<file path="src/rtl/tdm_pkg.sv">
package tdm_pkg;
  localparam int NPORT   = 5;
  localparam int SEL_W   = 3;
  localparam int OPC_W   = 2;
  localparam int ENTRY_W = NPORT * SEL_W + 1;

  typedef enum logic [SEL_W-1:0] {
    P_NORTH = 3'd0,
    P_SOUTH = 3'd1,
    P_EAST  = 3'd2,
    P_WEST  = 3'd3,
    P_CORE  = 3'd4,
    P_IDLE  = 3'd7
  } port_e;

  typedef enum logic [OPC_W-1:0] {
    OP_NOP   = 2'd0,
    OP_WRITE = 2'd1,
    OP_BASE  = 2'd2,
    OP_RSVD  = 2'd3
  } opc_e;
endpackage

</file>
<file path="src/rtl/tdm_sched_mem.sv">
module tdm_sched_mem #(
  parameter int ADDR_W  = 4,
  parameter int ENTRY_W = 16
) (
  input  logic               clk,
  input  logic               we,
  input  logic [ADDR_W-1:0]  waddr,
  input  logic [ENTRY_W-1:0] wdata,
  input  logic [ADDR_W-1:0]  raddr,
  output logic [ENTRY_W-1:0] rdata
);
  localparam int DEPTH = 1 << ADDR_W;

  logic [ENTRY_W-1:0] table_q [DEPTH];

  always_ff @(posedge clk) begin
    if (we) table_q[waddr] <= wdata;
  end

  assign rdata = table_q[raddr];
endmodule

</file>
<file path="src/rtl/tdm_seq_ctrl.sv">
module tdm_seq_ctrl
  import tdm_pkg::*;
#(
  parameter int ADDR_W  = 4,
  parameter int ENTRY_W = 16,
  parameter int CFG_W   = OPC_W + ADDR_W + ENTRY_W
) (
  input  logic               clk,
  input  logic               rst,
  input  logic               cfg_valid,
  input  logic [CFG_W-1:0]   cfg_word,
  input  logic               end_flag,
  output logic [ADDR_W-1:0]  pc,
  output logic               armed,
  output logic               tbl_we,
  output logic [ADDR_W-1:0]  tbl_waddr,
  output logic [ENTRY_W-1:0] tbl_wdata
);
  logic [OPC_W-1:0]  opc;
  logic [ADDR_W-1:0] cmd_addr;
  logic              is_base;
  logic [ADDR_W-1:0] base_q, pend_q, next_base;
  logic              pend_f;

  assign opc       = cfg_word[CFG_W-1 -: OPC_W];
  assign cmd_addr  = cfg_word[ENTRY_W +: ADDR_W];
  assign tbl_wdata = cfg_word[ENTRY_W-1:0];
  assign tbl_waddr = cmd_addr;
  assign tbl_we    = cfg_valid && (opc == OP_WRITE);
  assign is_base   = cfg_valid && (opc == OP_BASE);

  always_comb begin
    if (is_base)     next_base = cmd_addr;
    else if (pend_f) next_base = pend_q;
    else             next_base = base_q;
  end

  always_ff @(posedge clk) begin
    if (rst) begin
      pc     <= '0;
      base_q <= '0;
      pend_q <= '0;
      pend_f <= 1'b0;
      armed  <= 1'b0;
    end else if (!armed) begin
      if (is_base) begin
        armed  <= 1'b1;
        base_q <= cmd_addr;
        pc     <= cmd_addr;
      end
    end else if (end_flag) begin
      pc     <= next_base;
      base_q <= next_base;
      pend_f <= 1'b0;
    end else begin
      pc <= pc + ADDR_W'(1);
      if (is_base) begin
        pend_q <= cmd_addr;
        pend_f <= 1'b1;
      end
    end
  end

  AST_PC_STEP: assert property (@(posedge clk) disable iff (rst)
    (armed && !end_flag) |=> (pc == $past(pc) + ADDR_W'(1)));
  AST_BASE_HOLD: assert property (@(posedge clk) disable iff (rst)
    (armed && !end_flag) |=> $stable(base_q));
endmodule

</file>
<file path="src/rtl/tdm_xbar.sv">
module tdm_xbar
  import tdm_pkg::*;
#(
  parameter int DATA_W = 16
) (
  input  logic                    clk,
  input  logic                    rst,
  input  logic                    run,
  input  logic [NPORT*SEL_W-1:0]  sel_flat,
  input  logic [NPORT*DATA_W-1:0] in_data,
  input  logic [NPORT-1:0]        in_valid,
  output logic [NPORT*DATA_W-1:0] out_data,
  output logic [NPORT-1:0]        out_valid
);
  logic [NPORT-1:0]  hit;
  logic [DATA_W-1:0] pick [NPORT];

  for (genvar o = 0; o < NPORT; o++) begin : g_lane
    logic [SEL_W-1:0] s;
    logic             in_range;
    logic [SEL_W-1:0] si;
    assign s        = sel_flat[o*SEL_W +: SEL_W];
    assign in_range = (s < SEL_W'(NPORT));
    assign si       = in_range ? s : '0;
    assign hit[o]   = run && in_range && in_valid[si];
    assign pick[o]  = in_data[int'(si)*DATA_W +: DATA_W];

    AST_HOLD_IDLE: assert property (@(posedge clk) disable iff (rst)
      !out_valid[o] |-> $stable(out_data[o*DATA_W +: DATA_W]));
  end

  always_ff @(posedge clk) begin
    if (rst) begin
      out_valid <= '0;
      out_data  <= '0;
    end else begin
      for (int o = 0; o < NPORT; o++) begin
        out_valid[o] <= hit[o];
        if (hit[o]) out_data[o*DATA_W +: DATA_W] <= pick[o];
      end
    end
  end

  AST_NO_RUN: assert property (@(posedge clk) disable iff (rst)
    !run |=> (out_valid == '0));
endmodule

</file>
<file path="src/rtl/tdm_tile_router.sv">
module tdm_tile_router
  import tdm_pkg::*;
#(
  parameter int ADDR_W = 4,
  parameter int DATA_W = 16
) (
  input  logic                                 clk,
  input  logic                                 rst,
  input  logic [NPORT*DATA_W-1:0]              in_data,
  input  logic [NPORT-1:0]                     in_valid,
  input  logic                                 cfg_valid,
  input  logic [OPC_W+ADDR_W+ENTRY_W-1:0]      cfg_word,
  output logic [NPORT*DATA_W-1:0]              out_data,
  output logic [NPORT-1:0]                     out_valid
);
  localparam int CFG_W = OPC_W + ADDR_W + ENTRY_W;

  logic [ADDR_W-1:0]  pc;
  logic               armed;
  logic               tbl_we;
  logic [ADDR_W-1:0]  tbl_waddr;
  logic [ENTRY_W-1:0] tbl_wdata;
  logic [ENTRY_W-1:0] slot;

  tdm_sched_mem #(.ADDR_W(ADDR_W), .ENTRY_W(ENTRY_W)) u_mem (
    .clk   (clk),
    .we    (tbl_we),
    .waddr (tbl_waddr),
    .wdata (tbl_wdata),
    .raddr (pc),
    .rdata (slot)
  );

  tdm_seq_ctrl #(.ADDR_W(ADDR_W), .ENTRY_W(ENTRY_W), .CFG_W(CFG_W)) u_ctrl (
    .clk       (clk),
    .rst       (rst),
    .cfg_valid (cfg_valid),
    .cfg_word  (cfg_word),
    .end_flag  (slot[ENTRY_W-1]),
    .pc        (pc),
    .armed     (armed),
    .tbl_we    (tbl_we),
    .tbl_waddr (tbl_waddr),
    .tbl_wdata (tbl_wdata)
  );

  tdm_xbar #(.DATA_W(DATA_W)) u_xbar (
    .clk       (clk),
    .rst       (rst),
    .run       (armed),
    .sel_flat  (slot[ENTRY_W-2:0]),
    .in_data   (in_data),
    .in_valid  (in_valid),
    .out_data  (out_data),
    .out_valid (out_valid)
  );
endmodule

</file>
<file path="config.mk">
export PLATFORM = sky130hd
export DESIGN_NAME = tdm_tile_router
export DESIGN_NICKNAME = d
export VERILOG_FILES = /design/src/rtl/tdm_pkg.sv /design/src/rtl/tdm_sched_mem.sv /design/src/rtl/tdm_seq_ctrl.sv /design/src/rtl/tdm_xbar.sv /design/src/rtl/tdm_tile_router.sv
export SDC_FILE = /design/constraint.sdc
export NUM_CORES = 1
export LEC_CHECK = 0
export ABC_AREA = 1
export BUFFER_PORTS_ARGS = -buffer_cell sky130_fd_sc_hd__buf_2
export CAP_MARGIN = 20
export CORE_ASPECT_RATIO = 0.75
export CORE_MARGIN = 3
export CORE_UTILIZATION = 50
export CTS_CLUSTER_DIAMETER = 100
export CTS_CLUSTER_SIZE = 25
export DETAILED_ROUTE_END_ITERATION = 7
export PLACE_DENSITY = 0.79
export SYNTH_ARGS = -nofsm -noshare
export SYNTH_HDL_FRONTEND = slang
export SYNTH_HIERARCHICAL = 1
export SYNTH_SLANG_ARGS = --single-unit
</file>
<file path="constraint.sdc">
create_clock -name clk -period 3.75 [get_ports clk]
set_clock_uncertainty 0.1 [all_clocks]
set_input_delay 0.375 -clock clk [delete_from_list [all_inputs] [get_ports clk]]
set_output_delay 0.375 -clock clk [all_outputs]
set_load 0.02 [all_outputs]
</file>
# Yosys cells after proc, flatten, opt, wreduce, memory -nomap -nowiden
# Memories as Yosys holds them, arrays and structs flattened. A register that Yosys moved wholly into a read port is not among the register bits.
# Cells that the tools add are included.
[classes]
n_addsub = 1
order_cmp = 10
n_eq_ne = 3
shifts = 5
muxes = 30
bitwise_logic = 1
n_reduce_logical = 17
[ops]
columns = ["op", "n"]
rows = [
  ["80-bit by 8-bit variable part select with 16-bit output", 5],
  ["4-bit two-way mux", 9],
  ["3-bit by 4-bit < comparator with 1-bit output, second input constant", 5],
  ["1-bit binary-select mux with 3-bit select", 5],
  ["3-bit < comparator, second input constant", 5],
  ["3-bit two-way mux", 5],
  ["1-bit logical AND", 12],
  ["1-bit two-way mux", 11],
  ["4-bit by 1-bit adder with 4-bit output, second input constant", 1],
  ["2-bit AND reduction", 2],
  ["2-bit nonzero test", 2],
  ["3-bit AND reduction", 1],
  ["2-bit by 1-bit == test with 1-bit output, second input constant", 1],
  ["2-bit == test, second input constant", 1],
  ["2-bit != test, second input constant", 1],
  ["1-bit NOT", 1],
]
[word_totals]
ff_bits = 99
ram_bits = 256
in_bits = 110
output_inout_bits = 85
n_memories = 1
[mem_list]
columns = ["name", "depth", "word_bits", "read_ports", "rd_clocked_by_memory_dff", "wr", "line_no", "text"]
rows = [
  ["u_mem.table_q", 16, 16, 1, 1, 1, "tdm_sched_mem.sv:14", "logic [ENTRY_W-1:0] table_q [DEPTH];"],
]

# Depth between registers and ports, before layout
# Gate-level depths: netlist of run 1.
[logic_depth]
ltp_word = 7
ltp_mapped = 21
ltp_nobuf = 18

# Cells and area by module
# Netlist of run 1, hierarchy kept.
[modules_own_cells]
columns = ["module", "n_inst", "cells_per_inst", "area_per_inst_um2", "seq_area_each_um2"]
rows = [
  ["tdm_sched_mem", 1, 1060, 11065.6, 7687.4],
  ["tdm_xbar", 1, 1391, 7392.1, 1701.6],
  ["tdm_seq_ctrl", 1, 146, 942.2, 280.3],
]

# Worst setup path before layout of run 1
# No wires, ideal clock.
[synth_path]
path_type = "flip-flop to flip-flop"
start = "register, netlist name u_ctrl/pc[2]"
end = "register u_xbar.out_data[22]"
setup_ns = 0.113
arrival_time_ns = 2.077
slack_ns = 1.460
path_stages_with_launch = 16
n_path_buf = 4
synth_period_minus_slack_ns = 2.290
path_cell_list = "dfxtp_1 > clkbuf_1 > clkbuf_1 > nand3_1 > nand3_1 > nand2_1 > nor2_2 > nor2_4 > buf_6 > nor2_8 > inv_4 > nand2_2 > nand2_2 > buf_4 > nor2_1 > nor2_1"
[synth_lines]
columns = ["element", "line_no", "text"]
rows = [
  ["end signal: indexed assignment", "tdm_xbar.sv:39", "if (hit[o]) out_data[o*DATA_W +: DATA_W] <= pick[o];"],
  ["end: declaration", "tdm_xbar.sv:12", "output logic [NPORT*DATA_W-1:0] out_data,"],
]

==> results of run 1 <==
==> tightest hold or removal path, stage by stage <==
cell    delay [ps]
buf_2          140
nor2_1          60
nor2_1          80
==> sequential cells by signal, summed over array words and instances, names as in the netlist <==
register and cells:
u_ctrl/armed 1, u_ctrl/base_q 4, u_ctrl/pc 4, u_ctrl/pend_f 1, u_ctrl/pend_q 4, u_mem/table_q 256
u_xbar/out_data 80, u_xbar/out_valid 5
==> final cells by class <==
class | count | area share [%]
antenna | 1 | 0.01183
clock inverter | 3 | 0.3016
timing repair buffer | 246 | 6.612
clock buffer | 29 | 2.425
sequential | 355 | 45.73
tap | 504 | 2.981
inverter | 390 | 6.949
multi-input combinational | 1699 | 34.99
==> path summary, 6_finish.rpt <==
kind / startpoint / endpoint / slack, ps / depth (start not counted)
max: u_ctrl/pc[1]$_SDFFE_PP0P_ / u_xbar/out_data[10]$_SDFFE_PP0P_ / 340 / 14
min: cfg_word[18] / u_ctrl/pend_q[2]$_SDFFE_PP0P_ / 40 / 3
max reg2reg: u_ctrl/pc[1]$_SDFFE_PP0P_ / u_xbar/out_data[10]$_SDFFE_PP0P_ / 340 / 14
min reg2reg: u_ctrl/pend_q[0]$_SDFFE_PP0P_ / u_ctrl/pend_q[0]$_SDFFE_PP0P_ / 400 / 2
==> routing by layer <==
metal | GRT usage, % | share of wire [%] | vias to the layer above
met3 | 9.000 | 14 | 148
li1 | - | - | 8416
met1 | 47.39 | 41 | 8428
met2 | 45.73 | 42 | 1154
met5 | 0 | 0 | -
met4 | 8.919 | 2.8 | 0
==> synthesized netlist by cell type, types with 25 or more instances <==
| cell | instances |
|---|---|
| a21oi_1 | 200 |
| buf_2 | 57 |
| buf_4 | 54 |
| clkbuf_1 | 25 |
| dfxtp_1 | 99 |
| edfxtp_1 | 256 |
| inv_1 | 371 |
| nand2_1 | 770 |
| nand3_1 | 335 |
| nor2_1 | 264 |
| o21ai_0 | 49 |
| o21ai_1 | 30 |
==> per-stage QoR <==
stage / std cells / power (mW) / instance area, um2 / hold slack [ps]
2_1_floorplan: 2597 / 6.869 / 19400 / 347.4
3_3_place_gp: 3194 / 7.844 / 20560 / 381.7
3_5_place_dp: 3194 / 7.861 / 20560 / 386.6
4_1_cts: 3226 / 10.17 / 21140 / 22.70
5_1_grt: 3227 / 10.73 / 21160 / 82.47
6_report: 3227 / 10.28 / 21160 / 40.93
==> what timing repair did <==
action,CTS,global route
resized for setup,0,4
setup buffers,0,0
setup endpoints to repair,0,36
==> power by group <==
group	switching (mW)	total [mW]	internal [mW]
clock	1.28	2.35	1.07
sequential	0.0484	4.34	4.29
combinational	2.58	3.59	1.01
==> cells in the final DEF (no fill, tap or decap), types with 2 or more instances in the layout <==
master	n
nand2_1	769
inv_1	371
nand3_1	335
edfxtp_1	256
nor2_1	248
a21oi_1	200
buf_2	194
dfxtp_1	97
buf_4	49
o21ai_0	49
o21ai_1	30
clkbuf_16	19
nor2_2	17
inv_2	16
nor3_1	16
clkbuf_1	10
nand2_2	8
nor2_4	7
nand4_1	6
nand2_4	4
nand3_2	4
buf_12	3
a211oi_1	2
inv_4	2
==> logic make-up (layout without fill, tap and decap cells) <==
group,after synthesis,after routing,synth area share [%]
AOI/OAI and AO/OA,282,282,7.320
DFF,355,355,49.84
other,0,1,0
and+or+nand+nor,1416,1416,30.47
buffers and inverters,543,668,12.30
adders and majority gates,1,1,0.06449
==> metrics.txt, run 1 <==
TritonCTS buffer count 18; WP data arrival around 3800 ps; Top Family by Delay on Critical Path simple AND/OR/NAND/NOR gates; I/O Pins 195; unrepaired setup endpoints after global routing false; leading area contributor after synthesis edfxtp_1; number of port buffers between 150 and 200; grt ovf 0; register area share after synthesis 49.84%; peak fanout along the critical path 37; Avg Cell Area, Syn 7.470 um2; unique cell type count in the Yosys netlist 29; WL/cell 20.92 um; setup TNS 0 ps; CP max stage cell buf_4; crit-path max cell delay between 400 and 500 ps; core area 37,630 um2; Highest Clock Rate between 0.2 and 0.3 GHz; # DRC 0; setup violators final 0; antenna viol nets, final 0; vias in the first global route 16,540; clock transition at the registers of the reported paths 100 ps; Fin. Hold Viols 0; wire length of the first global-routing pass 99.01 mm; worst min path class in -> reg; die footprint 41,220 um2; Hold Buf Count CTS 0; drt first pass iters 8; layout cell share with drive strength beyond 1 12.20%; Clock Latency Late Sink 550 ps; Final Max Tran Viols 0; DR vias 18,150; CP bufs+invs 4; Die Y-Extent 176.6 um; register area 9674 um2; Initial Util 51.56%; synthesized cell area 19,400 um2; Synth top area share 39.63%; # fillers 3,426; row cnt slightly above 60; CTS tree yes; Worst Path Required between 4000 and 5000 ps; DR iter-0 viols 2,743; Nets 2,821; die width approximately 230 um; Startpoint Class flip-flop; EDFF count, synth around 260; worst setup margin 336.9 ps; Max Cap Viol 0; CTS root buf clkbuf_16; H-tree depth 1; CP Class reg -> reg; cell mode on critical path nand2_1; Post-Syn Nets 2,708; Critical Path, Cell by Cell buf_4 -> buf_4 -> nand3_1 -> nand3_1 -> nand3_1 -> nand2_1 -> inv_1 -> nor2_4 -> inv_2 -> nand2_1 -> nand2_2 -> nand2_1 -> nand2_1 -> nor2_1; Primary FF master, synth edfxtp_1; GRT Total Usage a little under a third; initial antenna violation count 2; ranking of synthesized cells by area edfxtp_1, nand2_1, dfxtp_1, nand3_1, inv_1; Placement Setup Slack 178.0 ps; Period minus WS final 3413 ps; Syn Inst Count around 2,600; multi-input combinational cell area between 7000 and 8000 um2; post-synthesis async set-or-reset flop share 0%; via density per instance 5.623; post-route clock period utilization 91.02%; Final Util 56.22%; largest net degree at the start of global routing 70; status complete, no violations; DPL Wire Length 46.06 mm; Clock Path Buffers 3; Layout Area Growth over Synthesis 9.049%; Clock Sinks about 360; Synth warnings 6; cell leakage power a little over 10 nW; #FFs+latches synth 355; gpl congestion 1.030; pwr dens 485.8 nW/um2; Slew headroom 43.38%; drt total wl 67.50 mm; Worst Max-Slew Pin Slew 848.1 ps; Peak VDD IR about 400 uV; crit path capture type flip-flop
Note: power is estimated with default switching activity, not from simulation.
==> inputs of run 2 (changes only) <==
- GPL_ROUTABILITY_DRIVEN: default -> 0
- GPL_TIMING_DRIVEN: default -> 0
- SYNTH_HIERARCHICAL: 1 -> default
==> run 2 against run 1 <==
The flow now finishes with violations (design-rule violations). Worst hold slack worse by 1.9 ps. Non-clock buffer count up 101. Die area down 2.0%. Register-to-register slack better by 30 ps. Final cell count up 2.4%. Synthesized area down 2.1%. Sequential cell count up 4. Clock power down 6%. Critical endpoint is now u_xbar.out_data[16]$_SDFFE_PP0P_. Largest cell class unchanged.
==> metrics.txt, run 2 <==
most frequent cells in the layout nand2_1, nor2_1, nand3_1; Post-CTS Repair Setup Buffers 0; GRT Total Usage a little under a third; setup TNS 0 ps; row cnt 61; Max Cap Viol 0; Final Max Tran Viols 0; max reg flops 256; core area 37,250 um2; Logic pwr share 29.9%; Fin. Hold Viols 0; Layout Area Growth over Synthesis 13.03%; Placement Setup Slack 661.4 ps; post_cts resized 0; unique cell type count in the Yosys netlist 28; vias in the first global route 17,320; post-route clock period utilization 90.24%; Tot Pwr 9.385 mW; Hold Crit Depth 3; post-synthesis mux area share 0%; via density per instance 5.641; Die Y-Extent ~170 um; Non-Filler Instances 3,306; register area share after synthesis about half; CTS tree yes; Reg power frac 46.6%; initial antenna violation count 2; Clock Latency Late Sink 540 ps; CP Class reg -> reg; CTS root buf clkbuf_16; multi-input combinational cell area 7612 um2; status complete, but fails checks; Synth Area in XOR/XNOR 0.09221%; worst setup margin around 370 ps; post-synthesis adder-cell area fraction less than 1%; most common cell in the netlist nand2_1; DPL Wire Length 48.23 mm; Post-synth top cells nand2_1, nor2_1, nand3_1, edfxtp_1, inv_1; DR iter-0 viols 2,660; Synth Area in Simple Gates 34.55%; clock transition at the registers of the reported paths 100 ps; # fillers 3,343; Worst Max-Slew Pin Slew 939.3 ps; die footprint 40,390 um2; die width 231.1 um; Startpoint Class flip-flop; TritonCTS buffer count 18; antenna viol nets, final 0; pwr dens 437.1 nW/um2; Peak VDD IR 383.1 uV; Synth warnings 0; synthesized cell area 19,000 um2; Hold Buf Count CTS 0; WP data arrival about 3700 ps; leading area contributor after synthesis edfxtp_1; Avg Cell Area, Syn 7.423 um2; Synth top area share 40.47%; placed insts 3,272; largest reg by FF count u_mem.table_q; largest family of logic cells by synthesized area simple AND/OR/NAND/NOR gates; Top Registers u_mem.table_q: 256 flops, u_xbar.out_data: 80 flops, u_xbar.out_valid: 5 flops; Worst Path Required 4070 ps; Internal around 6 mW; Primary FF master, synth edfxtp_1; largest net degree at the start of global routing 27; #FFs+latches synth 359; switch share 35.14%; EDFF count, synth 256; commonest non-fill, non-tap cell in the layout nand2_1; Slew headroom 37.38%; R2R depth 13; Highest Clock Rate 0.2955 GHz; Final Util 57.65%; cell leakage power 10.26 nW; WL/cell 19.66 um; Initial Util 51.00%; I/O Pins 195; Clock Path Buffers 3; layout cell share with drive strength beyond 1 13.61%; drt total wl 64.98 mm; Syn Inst Count 2,559; Compound-Gate Fraction of Synth Area 5.151%; Switch Pwr 3.298 mW; Period minus WS final 3384 ps; drt first pass iters 8; setup violators final 0; clock share of power between 20% and 30%; H-tree depth 1; Hold Path Origin cfg_word[17]; worst min path class in -> reg; peak fanout along the critical path 10; Post-Syn Nets 2,670; failing checks design-rule violations; Nets roughly 2,900; DR vias 18,650; wire length of the first global-routing pass between 90 and 100 mm; ranking of synthesized cells by area edfxtp_1, nand2_1, dfxtp_1, nor2_1, nand3_1; number of port buffers 193; Clock Sinks ~360; crit path capture type flip-flop; unrepaired setup endpoints after global routing false; register area 9749 um2; # DRC 21; post-synthesis async set-or-reset flop share 0%; grt ovf 0
==> run 2: changes by cell type after synthesis, sizes merged, moves of 6 or more <==
cell,before,now
o211ai,0,10
nor3,16,0
buf,127,109
inv,390,253
nand4,6,0
o21ai,79,145
nand3,340,318
nor2,273,452
nand2,781,850
a21oi,201,22
==> run 2: kinds of logic after synthesis <==
kind of cell	count (synthesis)
buf+inv	391
xor+xnor	2
compound gates	186
flops	359
simple gates	1620
fa+ha+maj	1
==> run 2: worst max-delay path: stages, from the launching register on <==
cell and delay (ps):
dfxtp_1 310, buf_2 210, inv_1 320, clkbuf_1 640, nand3_1 270, nand2_2 240
clkbuf_1 360, nand3_1 130, nand3_1 110, nand2_1 60, nand2_1 60, nand2_1 120
nor2_1 250, nor2_1 80
==> run 2: path summary, 6_finish.rpt <==
path	to	slack [ps]
min	u_ctrl.pend_q[1]$_SDFFE_PP0P_	40
max reg2reg	u_xbar.out_data[16]$_SDFFE_PP0P_	370
max	u_xbar.out_data[16]$_SDFFE_PP0P_	370
min reg2reg	u_ctrl.base_q[0]$_SDFFE_PP0P_	360
==> run 2: area by class of cell <==
cell class	count	area share, %
Antenna cell	2	0.02331
Buffer	138	3.374
Clock buffer	29	2.389
Clock inverter	3	0.09907
Inverter	253	4.423
Multi-Input combinational cell	1809	35.45
Sequential cell	359	45.41
Tap cell	504	2.937
Timing Repair Buffer	209	5.892
==> run 2: through the flow <==
step / hold slack (ps) / area [um2]
final: 39.07 / 21470
after global routing: 74.92 / 21470
after CTS: 28.22 / 21470
after detailed placement: 347.2 / 20930
after global placement: 343.2 / 20590
after floorplan: 324.5 / 19000
==> run 2: per-layer routing <==
metal / up-vias / track usage [%] / wire length (um)
met4: 2 / 13.14 / 2874
met3: 255 / 12.55 / 11440
li1: 8570 / - / -
met5: - / 1.082 / 56
met2: 1426 / 42.68 / 25700
met1: 8397 / 43.87 / 24920
==> run 2: power by group through the flow <==
stage	Clock [mW]	Sequential, mW	Combinational (mW)
after floorplan	0	4.51	1.75
final	2.21	4.37	2.80
after detailed placement	0	4.46	2.66
after global placement	0	4.46	2.58
after global routing	2.37	4.38	3.07
after CTS	2.23	4.37	2.67
